### config.mk
export PLATFORM = sky130hd
export DESIGN_NAME = apbm_requester
export DESIGN_NICKNAME = d
export VERILOG_FILES = /design/src/rtl/apbm_pkg.sv /design/src/rtl/apbm_decode.sv /design/src/rtl/apbm_seq.sv /design/src/rtl/apbm_rsp.sv /design/src/rtl/apbm_requester.sv
export SDC_FILE = /design/constraint.sdc
export NUM_CORES = 1
export LEC_CHECK = 0
export BUFFER_PORTS_ARGS = -buffer_cell sky130_fd_sc_hd__buf_2
export CAP_MARGIN = 10
export CORE_MARGIN = 2
export CORE_UTILIZATION = 45
export DETAILED_ROUTE_END_ITERATION = 8
export GPL_ROUTABILITY_DRIVEN = 0
export PLACE_DENSITY = 0.83
export SLEW_MARGIN = 10
export SYNTH_ARGS = -nofsm -noshare
export SYNTH_HDL_FRONTEND = slang
export SYNTH_SLANG_ARGS = --single-unit
### constraint.sdc
create_clock -name clk -period 2.05 [get_ports clk]
set_input_delay 0.1025 -clock clk [delete_from_list [all_inputs] [get_ports clk]]
set_output_delay 0.1025 -clock clk [all_outputs]
set_load 0.02 [all_outputs]
### src/rtl/apbm_pkg.sv
package apbm_pkg;

    typedef enum logic [1:0] {
        PH_IDLE   = 2'd0,
        PH_SETUP  = 2'd1,
        PH_ACCESS = 2'd2
    } phase_e;

    localparam int DEF_ADDR_W    = 16;
    localparam int DEF_DATA_W    = 32;
    localparam int DEF_NUM_PERIPH = 4;
    localparam int DEF_SLOT_BITS = 12;

    function automatic int idx_width(input int n);
        return (n > 1) ? $clog2(n) : 1;
    endfunction

endpackage

### src/rtl/apbm_decode.sv
module apbm_decode
    import apbm_pkg::*;
#(
    parameter int AW        = DEF_ADDR_W,
    parameter int NSLV      = DEF_NUM_PERIPH,
    parameter int SLOT_BITS = DEF_SLOT_BITS
) (
    input  logic [AW-1:SLOT_BITS] addr_hi,
    output logic                  hit,
    output logic [NSLV-1:0]       sel
);
    localparam int IDXW    = idx_width(NSLV);
    localparam int TOP_LSB = SLOT_BITS + IDXW;

    logic [IDXW-1:0] idx;
    logic            upper_ok;

    assign idx = addr_hi[SLOT_BITS +: IDXW];

    generate
        if (TOP_LSB < AW) begin : g_upper
            assign upper_ok = (addr_hi[AW-1:TOP_LSB] == '0);
        end else begin : g_noupper
            assign upper_ok = 1'b1;
        end
    endgenerate

    assign hit = upper_ok && (int'(idx) < NSLV);

    generate
        for (genvar i = 0; i < NSLV; i++) begin : g_sel
            assign sel[i] = hit && (idx == IDXW'(i));
        end
    endgenerate
endmodule

### src/rtl/apbm_seq.sv
module apbm_seq
    import apbm_pkg::*;
#(
    parameter int AW   = DEF_ADDR_W,
    parameter int DW   = DEF_DATA_W,
    parameter int NSLV = DEF_NUM_PERIPH
) (
    input  logic            clk,
    input  logic            rst,
    input  logic            cmd_valid,
    input  logic [AW-1:0]   cmd_addr,
    input  logic            cmd_write,
    input  logic [DW-1:0]   cmd_wdata,
    input  logic            dec_hit,
    input  logic [NSLV-1:0] dec_sel,
    input  logic            pready,
    output logic            cmd_ready,
    output logic            done,
    output logic            miss,
    output phase_e          phase,
    output logic [NSLV-1:0] sel_q,
    output logic [AW-1:0]   addr_q,
    output logic            wr_q,
    output logic [DW-1:0]   wd_q
);
    logic accept;
    logic launch;

    assign done      = (phase == PH_ACCESS) && pready;
    assign cmd_ready = (phase == PH_IDLE) || (done && dec_hit);
    assign accept    = cmd_valid && cmd_ready;
    assign launch    = accept && dec_hit;
    assign miss      = accept && !dec_hit;

    always_ff @(posedge clk) begin
        if (rst) begin
            phase  <= PH_IDLE;
            sel_q  <= '0;
            addr_q <= '0;
            wr_q   <= 1'b0;
            wd_q   <= '0;
        end else begin
            if (launch) begin
                sel_q  <= dec_sel;
                addr_q <= cmd_addr;
                wr_q   <= cmd_write;
                wd_q   <= cmd_wdata;
            end else if (done) begin
                sel_q <= '0;
            end
            case (phase)
                PH_IDLE:   if (launch) phase <= PH_SETUP;
                PH_SETUP:  phase <= PH_ACCESS;
                PH_ACCESS: if (pready) phase <= launch ? PH_SETUP : PH_IDLE;
                default:   phase <= PH_IDLE;
            endcase
        end
    end
endmodule

### src/rtl/apbm_rsp.sv
module apbm_rsp
    import apbm_pkg::*;
#(
    parameter int DW = DEF_DATA_W
) (
    input  logic          clk,
    input  logic          rst,
    input  logic          done,
    input  logic          miss,
    input  logic          wr_q,
    input  logic [DW-1:0] prdata,
    input  logic          pslverr,
    output logic          rsp_valid,
    output logic [DW-1:0] rsp_rdata,
    output logic          rsp_err
);
    always_ff @(posedge clk) begin
        if (rst) begin
            rsp_valid <= 1'b0;
            rsp_rdata <= '0;
            rsp_err   <= 1'b0;
        end else begin
            rsp_valid <= done || miss;
            if (done) begin
                rsp_err   <= pslverr;
                rsp_rdata <= wr_q ? '0 : prdata;
            end else begin
                rsp_err   <= miss;
                rsp_rdata <= '0;
            end
        end
    end
endmodule

### src/rtl/apbm_requester.sv
module apbm_requester
    import apbm_pkg::*;
#(
    parameter int AW        = DEF_ADDR_W,
    parameter int DW        = DEF_DATA_W,
    parameter int NSLV      = DEF_NUM_PERIPH,
    parameter int SLOT_BITS = DEF_SLOT_BITS
) (
    input  logic            clk,
    input  logic            rst,
    input  logic            cmd_valid,
    output logic            cmd_ready,
    input  logic [AW-1:0]   cmd_addr,
    input  logic            cmd_write,
    input  logic [DW-1:0]   cmd_wdata,
    output logic            rsp_valid,
    output logic [DW-1:0]   rsp_rdata,
    output logic            rsp_err,
    output logic [NSLV-1:0] psel,
    output logic            penable,
    output logic [AW-1:0]   paddr,
    output logic            pwrite,
    output logic [DW-1:0]   pwdata,
    input  logic            pready,
    input  logic [DW-1:0]   prdata,
    input  logic            pslverr
);
    logic            dec_hit;
    logic [NSLV-1:0] dec_sel;
    logic            done;
    logic            miss;
    phase_e          phase;

    apbm_decode #(.AW(AW), .NSLV(NSLV), .SLOT_BITS(SLOT_BITS)) u_dec (
        .addr_hi (cmd_addr[AW-1:SLOT_BITS]),
        .hit     (dec_hit),
        .sel     (dec_sel)
    );

    apbm_seq #(.AW(AW), .DW(DW), .NSLV(NSLV)) u_seq (
        .clk       (clk),
        .rst       (rst),
        .cmd_valid (cmd_valid),
        .cmd_addr  (cmd_addr),
        .cmd_write (cmd_write),
        .cmd_wdata (cmd_wdata),
        .dec_hit   (dec_hit),
        .dec_sel   (dec_sel),
        .pready    (pready),
        .cmd_ready (cmd_ready),
        .done      (done),
        .miss      (miss),
        .phase     (phase),
        .sel_q     (psel),
        .addr_q    (paddr),
        .wr_q      (pwrite),
        .wd_q      (pwdata)
    );

    assign penable = (phase == PH_ACCESS);

    apbm_rsp #(.DW(DW)) u_rsp (
        .clk       (clk),
        .rst       (rst),
        .done      (done),
        .miss      (miss),
        .wr_q      (pwrite),
        .prdata    (prdata),
        .pslverr   (pslverr),
        .rsp_valid (rsp_valid),
        .rsp_rdata (rsp_rdata),
        .rsp_err   (rsp_err)
    );
endmodule

==> qor.yml <==
timing.final.hold_violations: 0
routed_via_density: 4.58
path_max_fanout: 37
synth-seq-cells: 89
fin_cells: 636
dieArea_mm2: 0.00839
io_pins: 175
crit_top_cell: "buf_12"
wire_per_inst_um: 14.0
drc: 0
grt_start_max_net_pins: 41
cts-htree-levels: 3
final_nets: 618
required_ns: 2.33
start_util_pct: 47.1
finalSetupViolations: 0
vias: 2915
ys_seq_area_share_pct: 51.6
die_x_um: 91.6
diodes: 0
period_share_pct: 85.9
finalPower_mw: 3.34
antenna_found_initial: 0
rows: 31
synth-edff-count: 0
syn_area_mm2: 0.00345
tightest_slew_ns: 0.314
drv_slew: 0
dp.cells: 574
grt_pass1_vias: 2953
leakage_nw: 2.37
syn-instance-count: 316
path_cells: "nand2b_4, a2111oi_4, buf_12, buf_12, mux2i_1"
post_cts_buffers: 0
critPathBufInv: 2
rsz0062_at_grt: "false"
ctsHoldBuffers: 46
core_area_mm2: 0.00733
numCtsBuffers: 9
final_cell_mix: "174 x buf_2, 94 x nand2b_1, 89 x dfxtp_1"
slowest_stage: "dfxtp_1"
grt_pass1_wl_um: 14000
critPathCaptureType: "flop"
layout_commonest_cell: "buf_2"
drtPass1Iterations: 4
async_reset_ff_share_pct: 0
cp_top_family: "buffers and inverters"
cpPeakStageDelay_ns: 0.39
ant_nets: 0
cts_buffer_depth: 2
clock_skew_ns: 0.00804
cts_tree: "yes"
layout-drive-gt1-share_pct: 42.1
p_per_area_mw_per_mm2: 662
crit_type: "reg -> reg"
tns_ns: 0
vdd_drop_max_uv: 439
drtIter0Drc: 94
cts.sinks: 89
synthesis.nets: 402
cp.arrival_ns: 2.04
grt_usage_pct: 21.1
dieHeight_um: 91.6
run_status: "complete, no violations"
cts.clk_slew.worst_paths_ns: 0.10
postCtsResizedCells: 0
worstSkewPairLatency_ns: 0.35
grt_overflow_total: 0
startpoint_type: "flop"
areaGrowthSynthToFinish_pct: 46.1
slew_headroom_pct: 79.1
final_period_minus_worst_setup_slack_ns: 1.76
postSynthAreaPerCell_um2: 10.9
hold_class: "in -> reg"
portBuffers: 174
maxCapViolCount: 0
cts-root-buf: "clkbuf_8"
synth.distinct_cells: 25
synthFlopType: "dfxtp_1"
ys_warn_count: 0
max_freq_ghz: 0.568
drt_wl_total_um: 8930
hpwlAfterDp_um: 5870
## path summary, 6_finish.rpt
path	from	to	slack, ns	cells after the start
min	cmd_addr[7]	u_seq.addr_q[7]	0.01	3
max	u_seq.phase[0]	u_seq.wd_q[22]	0.29	5
min reg2reg	u_seq.addr_q[10]	u_seq.addr_q[10]	0.48	2
max reg2reg	u_seq.phase[0]	u_seq.wd_q[22]	0.29	5
## power breakdown
group | leakage (nW) | switching [mW] | internal (mW)
Clock | 0.0940 | 0.673 | 0.467
Sequential | 0.721 | 0.0204 | 1.77
Combinational | 1.55 | 0.185 | 0.227
## layout make-up
type,instances,area [um^2]
tap,99,124
inverter,1,3.75
clock inverter,7,61.3
multi-input combinational,205,1550
clock buffer,9,124
fill,573,2290
sequential,89,1780
timing repair buffer,226,1400
## cell usage after synthesis, types with 2 or more instances
library cell	count	area (um^2)
nand2b_1	94	588
dfxtp_1	89	1780
mux2i_1	48	480
and2_2	23	173
clkbuf_1	13	48.8
and2_1	10	62.6
buf_6	6	67.6
nor3b_1	6	45.0
a21oi_1	3	15.0
mux2_2	3	33.8
nand2_1	3	11.3
nand3b_1	3	22.5
buf_2	2	10.0
nor2_1	2	7.51
## registers in the layout, summed over array words and instances, names as in the netlist
signal           cells
u_seq.addr_q        16
u_seq.wr_q           1
u_seq.sel_q          4
u_seq.wd_q          32
u_rsp.rsp_rdata     32
u_rsp.rsp_valid      1
u_rsp.rsp_err        1
u_seq.phase          2
## cell families after synthesis
kind of cell,after synthesis,share of synthesized area (%)
DFF,89,51.6
buffers and inverters,22,3.77
muxes,51,14.9
and+or+nand+nor,149,28.2
AOI/OAI and AO/OA,5,1.52
## tightest hold or removal path, stage by stage
cell and delay, ns:
buf_2 0.10, nand2b_1 0.06, mux2i_1 0.06
## through the flow
stage	hold WS [ns]	area [um^2]	worst slack, ns	util (%)
after floorplan	0.224	3450	0.626	-
final	0.0110	5040	0.289	68.8
after detailed placement	0.309	4400	0.292	60.0
after CTS	0.00000155	5040	0.278	68.8
after global placement	0.302	4400	0.371	60.0
after global routing	0.00377	5040	0.195	68.8
## routing by layer
layer | vias up | global-route usage (%) | wire length, um
met4 | 0 | 7.70 | 154
met1 | 1338 | 23.5 | 3620
li1 | 1443 | - | -
met3 | 16 | 7.14 | 697
met5 | - | 0 | 0
met2 | 118 | 37.0 | 4460
Note: power is estimated with default switching activity, not from simulation.
